--- src/rtl/arc_pkg.sv ---
package arc_pkg;

    typedef enum logic [1:0] {
        OP_LOOKUP = 2'b00,
        OP_INSERT = 2'b01,
        OP_REMOVE = 2'b10,
        OP_CLEAR  = 2'b11
    } op_e;

    typedef enum logic {
        ST_IDLE = 1'b0,
        ST_SCAN = 1'b1
    } st_e;

endpackage

--- src/rtl/arc_entry_cmp.sv ---
module arc_entry_cmp #(
    parameter int NET_W = 32
) (
    input  logic             used,
    input  logic [NET_W-1:0] stored,
    input  logic [NET_W-1:0] key,
    output logic             match
);
    // An unused slot never matches, including a key of zero.
    assign match = used && (stored == key);
endmodule

--- src/rtl/arc_free_pick.sv ---
module arc_free_pick #(
    parameter int DEPTH = 8,
    localparam int IDX_W = (DEPTH > 1) ? $clog2(DEPTH) : 1
) (
    input  logic [DEPTH-1:0] used,
    output logic             any_free,
    output logic [IDX_W-1:0] free_idx
);
    always_comb begin
        any_free = 1'b0;
        free_idx = '0;
        for (int i = DEPTH - 1; i >= 0; i--) begin
            if (!used[i]) begin
                any_free = 1'b1;
                free_idx = IDX_W'(i);
            end
        end
    end
endmodule

--- src/rtl/arc_victim_ptr.sv ---
module arc_victim_ptr #(
    parameter int DEPTH = 8,
    localparam int IDX_W = (DEPTH > 1) ? $clog2(DEPTH) : 1
) (
    input  logic             clk,
    input  logic             rst_n,
    input  logic             restart,
    input  logic             step,
    output logic [IDX_W-1:0] ptr
);
    logic [IDX_W-1:0] ptr_d, ptr_q;

    always_comb begin
        ptr_d = ptr_q;
        if (restart) begin
            ptr_d = '0;
        end else if (step) begin
            ptr_d = (ptr_q == IDX_W'(DEPTH - 1)) ? '0 : ptr_q + 1'b1;
        end
    end

    always_ff @(posedge clk) begin
        if (!rst_n) ptr_q <= '0;
        else        ptr_q <= ptr_d;
    end

    assign ptr = ptr_q;
endmodule

--- src/rtl/addr_resolve_cache.sv ---
module addr_resolve_cache
    import arc_pkg::*;
#(
    parameter int DEPTH = 8,
    parameter int NET_W = 32,
    parameter int HW_W  = 48,
    localparam int IDX_W = (DEPTH > 1) ? $clog2(DEPTH) : 1
) (
    input  logic             clk,
    input  logic             rst_n,
    input  logic             cmd_valid,
    input  logic [1:0]       cmd_op,
    input  logic [NET_W-1:0] cmd_net,
    input  logic [HW_W-1:0]  cmd_hw,
    output logic             busy,
    output logic             done,
    output logic             hit,
    output logic [HW_W-1:0]  result_hw,
    output logic [IDX_W-1:0] result_idx
);

    typedef struct packed {
        logic             used;
        logic [NET_W-1:0] net;
        logic [HW_W-1:0]  hw;
    } entry_t;

    typedef struct packed {
        st_e                     st;
        op_e                     op;
        logic [IDX_W-1:0]        idx;
        logic [NET_W-1:0]        key;
        logic [HW_W-1:0]         val;
        logic                    done;
        logic                    hit;
        logic [HW_W-1:0]         rhw;
        logic [IDX_W-1:0]        ridx;
        entry_t [DEPTH-1:0]      tbl;
    } state_t;

    state_t s_d, s_q;

    logic [DEPTH-1:0] used_vec;
    logic             any_free;
    logic [IDX_W-1:0] free_idx;
    logic [IDX_W-1:0] victim;
    logic             rr_step;
    logic             rr_restart;
    logic             cur_match;
    entry_t           cur;

    for (genvar g = 0; g < DEPTH; g++) begin : g_used
        assign used_vec[g] = s_q.tbl[g].used;
    end

    assign cur = s_q.tbl[s_q.idx];

    arc_entry_cmp #(.NET_W(NET_W)) u_cmp (
        .used   (cur.used),
        .stored (cur.net),
        .key    (s_q.key),
        .match  (cur_match)
    );

    arc_free_pick #(.DEPTH(DEPTH)) u_free (
        .used     (used_vec),
        .any_free (any_free),
        .free_idx (free_idx)
    );

    arc_victim_ptr #(.DEPTH(DEPTH)) u_victim (
        .clk     (clk),
        .rst_n   (rst_n),
        .restart (rr_restart),
        .step    (rr_step),
        .ptr     (victim)
    );

    always_comb begin
        s_d        = s_q;
        s_d.done   = 1'b0;
        s_d.hit    = 1'b0;
        s_d.rhw    = '0;
        s_d.ridx   = '0;
        rr_step    = 1'b0;
        rr_restart = 1'b0;

        unique case (s_q.st)
            ST_IDLE: begin
                if (cmd_valid) begin
                    if (op_e'(cmd_op) == OP_CLEAR) begin
                        s_d.tbl    = '0;
                        s_d.done   = 1'b1;
                        rr_restart = 1'b1;
                    end else begin
                        s_d.st  = ST_SCAN;
                        s_d.op  = op_e'(cmd_op);
                        s_d.idx = '0;
                        s_d.key = cmd_net;
                        s_d.val = cmd_hw;
                    end
                end
            end
            ST_SCAN: begin
                if (cur_match) begin
                    s_d.st   = ST_IDLE;
                    s_d.done = 1'b1;
                    s_d.hit  = 1'b1;
                    s_d.ridx = s_q.idx;
                    unique case (s_q.op)
                        OP_LOOKUP: s_d.rhw = cur.hw;
                        OP_INSERT: s_d.tbl[s_q.idx].hw = s_q.val;
                        OP_REMOVE: s_d.tbl[s_q.idx] = '0;
                        default:   ;
                    endcase
                end else if (s_q.idx == IDX_W'(DEPTH - 1)) begin
                    s_d.st   = ST_IDLE;
                    s_d.done = 1'b1;
                    if (s_q.op == OP_INSERT) begin
                        if (any_free) begin
                            s_d.tbl[free_idx] = '{used: 1'b1, net: s_q.key, hw: s_q.val};
                            s_d.ridx          = free_idx;
                        end else begin
                            s_d.tbl[victim] = '{used: 1'b1, net: s_q.key, hw: s_q.val};
                            s_d.ridx        = victim;
                            rr_step         = 1'b1;
                        end
                    end
                end else begin
                    s_d.idx = s_q.idx + 1'b1;
                end
            end
            default: s_d.st = ST_IDLE;
        endcase
    end

    always_ff @(posedge clk) begin
        if (!rst_n) s_q <= '0;
        else        s_q <= s_d;
    end

    assign busy       = (s_q.st == ST_SCAN);
    assign done       = s_q.done;
    assign hit        = s_q.hit;
    assign result_hw  = s_q.rhw;
    assign result_idx = s_q.ridx;

endmodule

--- config.mk ---
export PLATFORM = sky130hd
export DESIGN_NAME = addr_resolve_cache
export DESIGN_NICKNAME = d
export VERILOG_FILES = /design/src/rtl/arc_pkg.sv /design/src/rtl/arc_entry_cmp.sv /design/src/rtl/arc_free_pick.sv /design/src/rtl/arc_victim_ptr.sv /design/src/rtl/addr_resolve_cache.sv
export SDC_FILE = /design/constraint.sdc
export NUM_CORES = 2
export LEC_CHECK = 0
export ABC_AREA = 0
export ABC_CLOCK_PERIOD_IN_PS = 4300
export BUFFER_PORTS_ARGS = -buffer_cell sky130_fd_sc_hd__buf_2
export CORE_ASPECT_RATIO = 0.9
export CORE_UTILIZATION = 60
export CTS_CLUSTER_SIZE = 40
export DETAILED_ROUTE_END_ITERATION = 7
export PLACE_DENSITY = 0.78
export SLEW_MARGIN = 15
export SYNTH_ARGS = -nofsm -noshare
export SYNTH_HDL_FRONTEND = slang
export SYNTH_SLANG_ARGS = --single-unit
--- constraint.sdc ---
create_clock -name clk -period 4.3 [get_ports clk]
set_input_delay 0.215 -clock clk [delete_from_list [all_inputs] [get_ports clk]]
set_output_delay 0.215 -clock clk [all_outputs]
set_load 0.005 [all_outputs]
==> metrics.log <==
[metrics] met1 global-route usage: 51.5%
[metrics] minimum hold slack: 0.133 ns
[metrics] final weighted congestion of routability-driven global placement: 0.931
[metrics] number of instances in the synthesized netlist: 2848
[metrics] global-route met2 utilization: 55.4%
[metrics] post-route clock period utilization: 99.4%
[metrics] number of search-and-repair iterations in the first detailed-routing pass: 6
[metrics] Die ar.: 51600 um^2
[metrics] number of hold violations in the final report: 0
[metrics] count of antenna diodes in the layout: 0
[metrics] Max Slew Vio Count: 0
[metrics] number of DRC markers in iteration 0: 3259
[metrics] Total Routed Length: 96000 um
[metrics] FF-to-FF setup slack: 0.03 ns
[metrics] type of the setup path with the least slack: reg -> reg
[metrics] GR Layer Usage met3: 7.71%
[metrics] wire length of the first global-routing pass: 147000 um
[metrics] Tightest Pin Transition: 0.959 ns
[metrics] Starting Density: 61.3%
[metrics] count of warnings emitted by yosys: 0
[metrics] number of vias per cell after detailed routing: 7.03
[metrics] fraction of synthesized cell area taken by the top area cell type: 52.0%
[metrics] Synth area leader: sky130_fd_sc_hd__dfxtp_1
[metrics] fraction of layout instances using a drive strength above 1: 16.5%
[metrics] number of nets still failing antenna checks after routing: 0
[metrics] Clock Tree Root: sky130_fd_sc_hd__clkbuf_16
[metrics] number of vias in the routed layout: 25400
[metrics] Syn Std Cell Area: 30400 um^2
[metrics] number of buffers between clock root and the deepest sink: 3
[metrics] worst r2r path cells: 13
[metrics] Final Critical Period: 4.27 ns
[metrics] worst slew margin relative to its limit: 35.9%
[metrics] capture point of the worst reg-to-reg path: s_q[13]
[metrics] post-synthesis average cell area: 10.7 um^2
[metrics] Clock Pin Slew Worst Setup and Hold Paths: 0.06 ns
[metrics] Critical Path Start Type: register
[metrics] launch point of the worst reg-to-reg path: s_q[781]
[metrics] dominant cells by area after synthesis: sky130_fd_sc_hd__dfxtp_1, sky130_fd_sc_hd__a22o_1, sky130_fd_sc_hd__o2bb2ai_1
[metrics] critical path endpoint: s_q[13]
[metrics] Max FO, Critical Path: 39
[metrics] vertical die dimension: 216 um
[metrics] number of CTS-inserted buffers: 75
[metrics] distinct cell type count after synthesis: 65
[metrics] register bit total from synthesis: 790
[metrics] post-placement worst setup slack: -0.0398 ns
[metrics] Max VDD drop: 0.000309 V
[metrics] All-Layer GR Usage: 36.7%
[metrics] die span in x: 239 um
[metrics] Net count, final: 2967
[metrics] classification of the worst-slack hold path: in -> reg
[metrics] clock tree from TritonCTS: built
[metrics] insertion delay to the later sink of the worst-skew pair: 0.64 ns
[metrics] worst setup skew after layout: 0.0320 ns
[metrics] Syn Nets: 2937
[metrics] total core area: 49600 um^2
[metrics] Data required, critical path: 4.82 ns
[metrics] total gr overflow: 0
[metrics] GRT busiest layer: met2
[metrics] number of buffer cells added on primary ports: 138
[metrics] Power per Cell Area: 433 nW/um^2
[metrics] Crit. Startpoint: s_q[781]
[metrics] num rows: 77
[metrics] portion of the post-synthesis area used by sequential elements: 52.0%
[metrics] outcome: completed
[metrics] overall power: 0.0152 W
[metrics] Area growth syn-to-layout: 15.7%
[metrics] CTS HTree Levels: 3
[metrics] number of sinks on the clock net: 790
[metrics] Post-synth EDFFs: 0
[metrics] worst setup slack after layout: 0.0264 ns
[metrics] async set-reset flop share out of synthesis: 0%
[metrics] initial antenna violation count: 1
[metrics] final sum of negative setup slack: 0 ns
[metrics] final number of setup-violating endpoints: 0
[metrics] drt drc: 0
[metrics] IO Count: 139
[metrics] Detail Placement HPWL: 53500 um
[metrics] LEAKAGE: 12.8 nW
[metrics] vias in the first global route: 25000
[metrics] critical path arrival: 4.80 ns
[metrics] pin count of the biggest net entering global routing: 60
[metrics] Post-synth top flop: sky130_fd_sc_hd__dfxtp_1
[metrics] detail-routed net length per standard cell: 26.6 um
[metrics] number of max-capacitance violations reported: 0
[metrics] Max Clk Rate: 234 MHz
[metrics] kind of capture point of the worst setup path: register
power by group:
group | internal (W) | total (W) | switching (W)
Sequential | 0.00736 | 0.00750 | 0.000133
Combinational | 0.000292 | 0.000898 | 0.000606
Clock | 0.00399 | 0.00685 | 0.00285
timing repair:
| item | CTS | global route |
|---|---|---|
| resized for setup | 2 | 16 |
| hold buffers | 82 | 0 |
| setup buffers | 0 | 1 |
| endpoints found under the hold margin | 82 | 0 |
| gates cloned | 0 | 2 |
| setup endpoints to repair | 321 | 653 |
worst min-delay path by stage:
stage	slack (ns)	to	start	cells past startpoint
2_1_floorplan	0.35	s_q[779]	cmd_net[30]	2
3_3_place_gp	0.44	s_q[645]	s_q[645]	1
3_5_place_dp	0.44	s_q[643]	s_q[643]	1
4_1_cts	0.1	s_q[784]	cmd_valid	4
5_1_grt	0.14	s_q[784]	cmd_valid	4
6_report	0.13	s_q[784]	cmd_valid	4
Yosys cell counts, drive strengths merged, types with 26 or more instances:
| cell | n |
|---|---|
| a31oi | 52 |
| clkbuf | 163 |
| nand2 | 260 |
| mux4 | 34 |
| nand3 | 26 |
| a22oi | 95 |
| buf | 204 |
| a21oi | 42 |
| dfxtp | 790 |
| o2bb2ai | 128 |
| a21boi | 84 |
| nor2 | 61 |
| a22o | 549 |
| mux2i | 73 |
| a221oi | 48 |
area by class of cell:
type                            instances  area, um^2
Fill cell                            3383       14400
Timing Repair Buffer                  320        2710
Clock buffer                          111        2250
Clock inverter                         22         302
Multi-Input combinational cell       1683       13200
Sequential cell                       790       15800
Tap cell                              671         840
Inverter                                8        30.0
stage by stage:
stage	std cells	cell area, um^2	utilization (%)
global route	3605	35200	70.9
global placement	3387	31700	63.8
detailed placement	3387	31700	63.8
finish	3605	35200	70.9
CTS	3602	35000	70.6
floorplan	2848	30400	-
critical path, cell delays in order (launching register included):
cell                       delay, ns
sky130_fd_sc_hd__dfxtp_4        0.46
sky130_fd_sc_hd__buf_16         0.21
sky130_fd_sc_hd__mux2_2         0.36
sky130_fd_sc_hd__o22ai_1        0.28
sky130_fd_sc_hd__a221oi_1       0.13
sky130_fd_sc_hd__xor2_1         0.21
sky130_fd_sc_hd__or4_1          0.59
sky130_fd_sc_hd__nor4_4         0.39
sky130_fd_sc_hd__buf_4          0.21
sky130_fd_sc_hd__and4_4         0.31
sky130_fd_sc_hd__a21oi_1        0.10
sky130_fd_sc_hd__a21o_2         0.35
sky130_fd_sc_hd__buf_12         0.22
sky130_fd_sc_hd__a22o_1         0.27
cells by family (layout without fill, tap and decap cells):
group                      Yosys count  in the layout  synth area share (%)
AOI/OAI and AO/OA                 1079           1079                  29.0
xor gates and xnor gates            22             22                 0.634
adders and majority gates            4              4                 0.165
buffers and inverters              375            461                  5.75
DFF                                790            790                  52.0
muxes                              132            132                  5.85
and+or+nand+nor                    446            446                  6.58
layer usage:
layer / up-vias / routed length [um]
met3: 256 / 11400
met1: 12500 / 39400
met2: 1791 / 42500
met5: - / 11
met4: 2 / 2770
li1: 10800 / -
state kept, by name, indices dropped and copies added, names as in the netlist:
| name | flops |
|---|---|
| result_idx | 3 |
| s_q | 733 |
| busy | 1 |
| result_hw | 48 |
| u_victim.ptr | 3 |
| done | 1 |
| hit | 1 |
cell usage in the layout (no fill, tap or decap), types with 28 or more instances in the layout:
cell,n
sky130_fd_sc_hd__buf_4,62
sky130_fd_sc_hd__mux4_2,34
sky130_fd_sc_hd__dfxtp_1,787
sky130_fd_sc_hd__clkbuf_16,81
sky130_fd_sc_hd__mux2i_1,73
sky130_fd_sc_hd__a22o_1,549
sky130_fd_sc_hd__buf_2,138
sky130_fd_sc_hd__nand2_1,260
sky130_fd_sc_hd__o2bb2ai_1,128
sky130_fd_sc_hd__a221oi_1,48
sky130_fd_sc_hd__a21boi_0,84
sky130_fd_sc_hd__a22oi_1,95
sky130_fd_sc_hd__a31oi_1,39
sky130_fd_sc_hd__nor2_1,50
sky130_fd_sc_hd__buf_12,28
sky130_fd_sc_hd__dlygate4sd3_1,82
sky130_fd_sc_hd__a21oi_1,33
No activity file was read; power rests on OpenSTA's default activity.
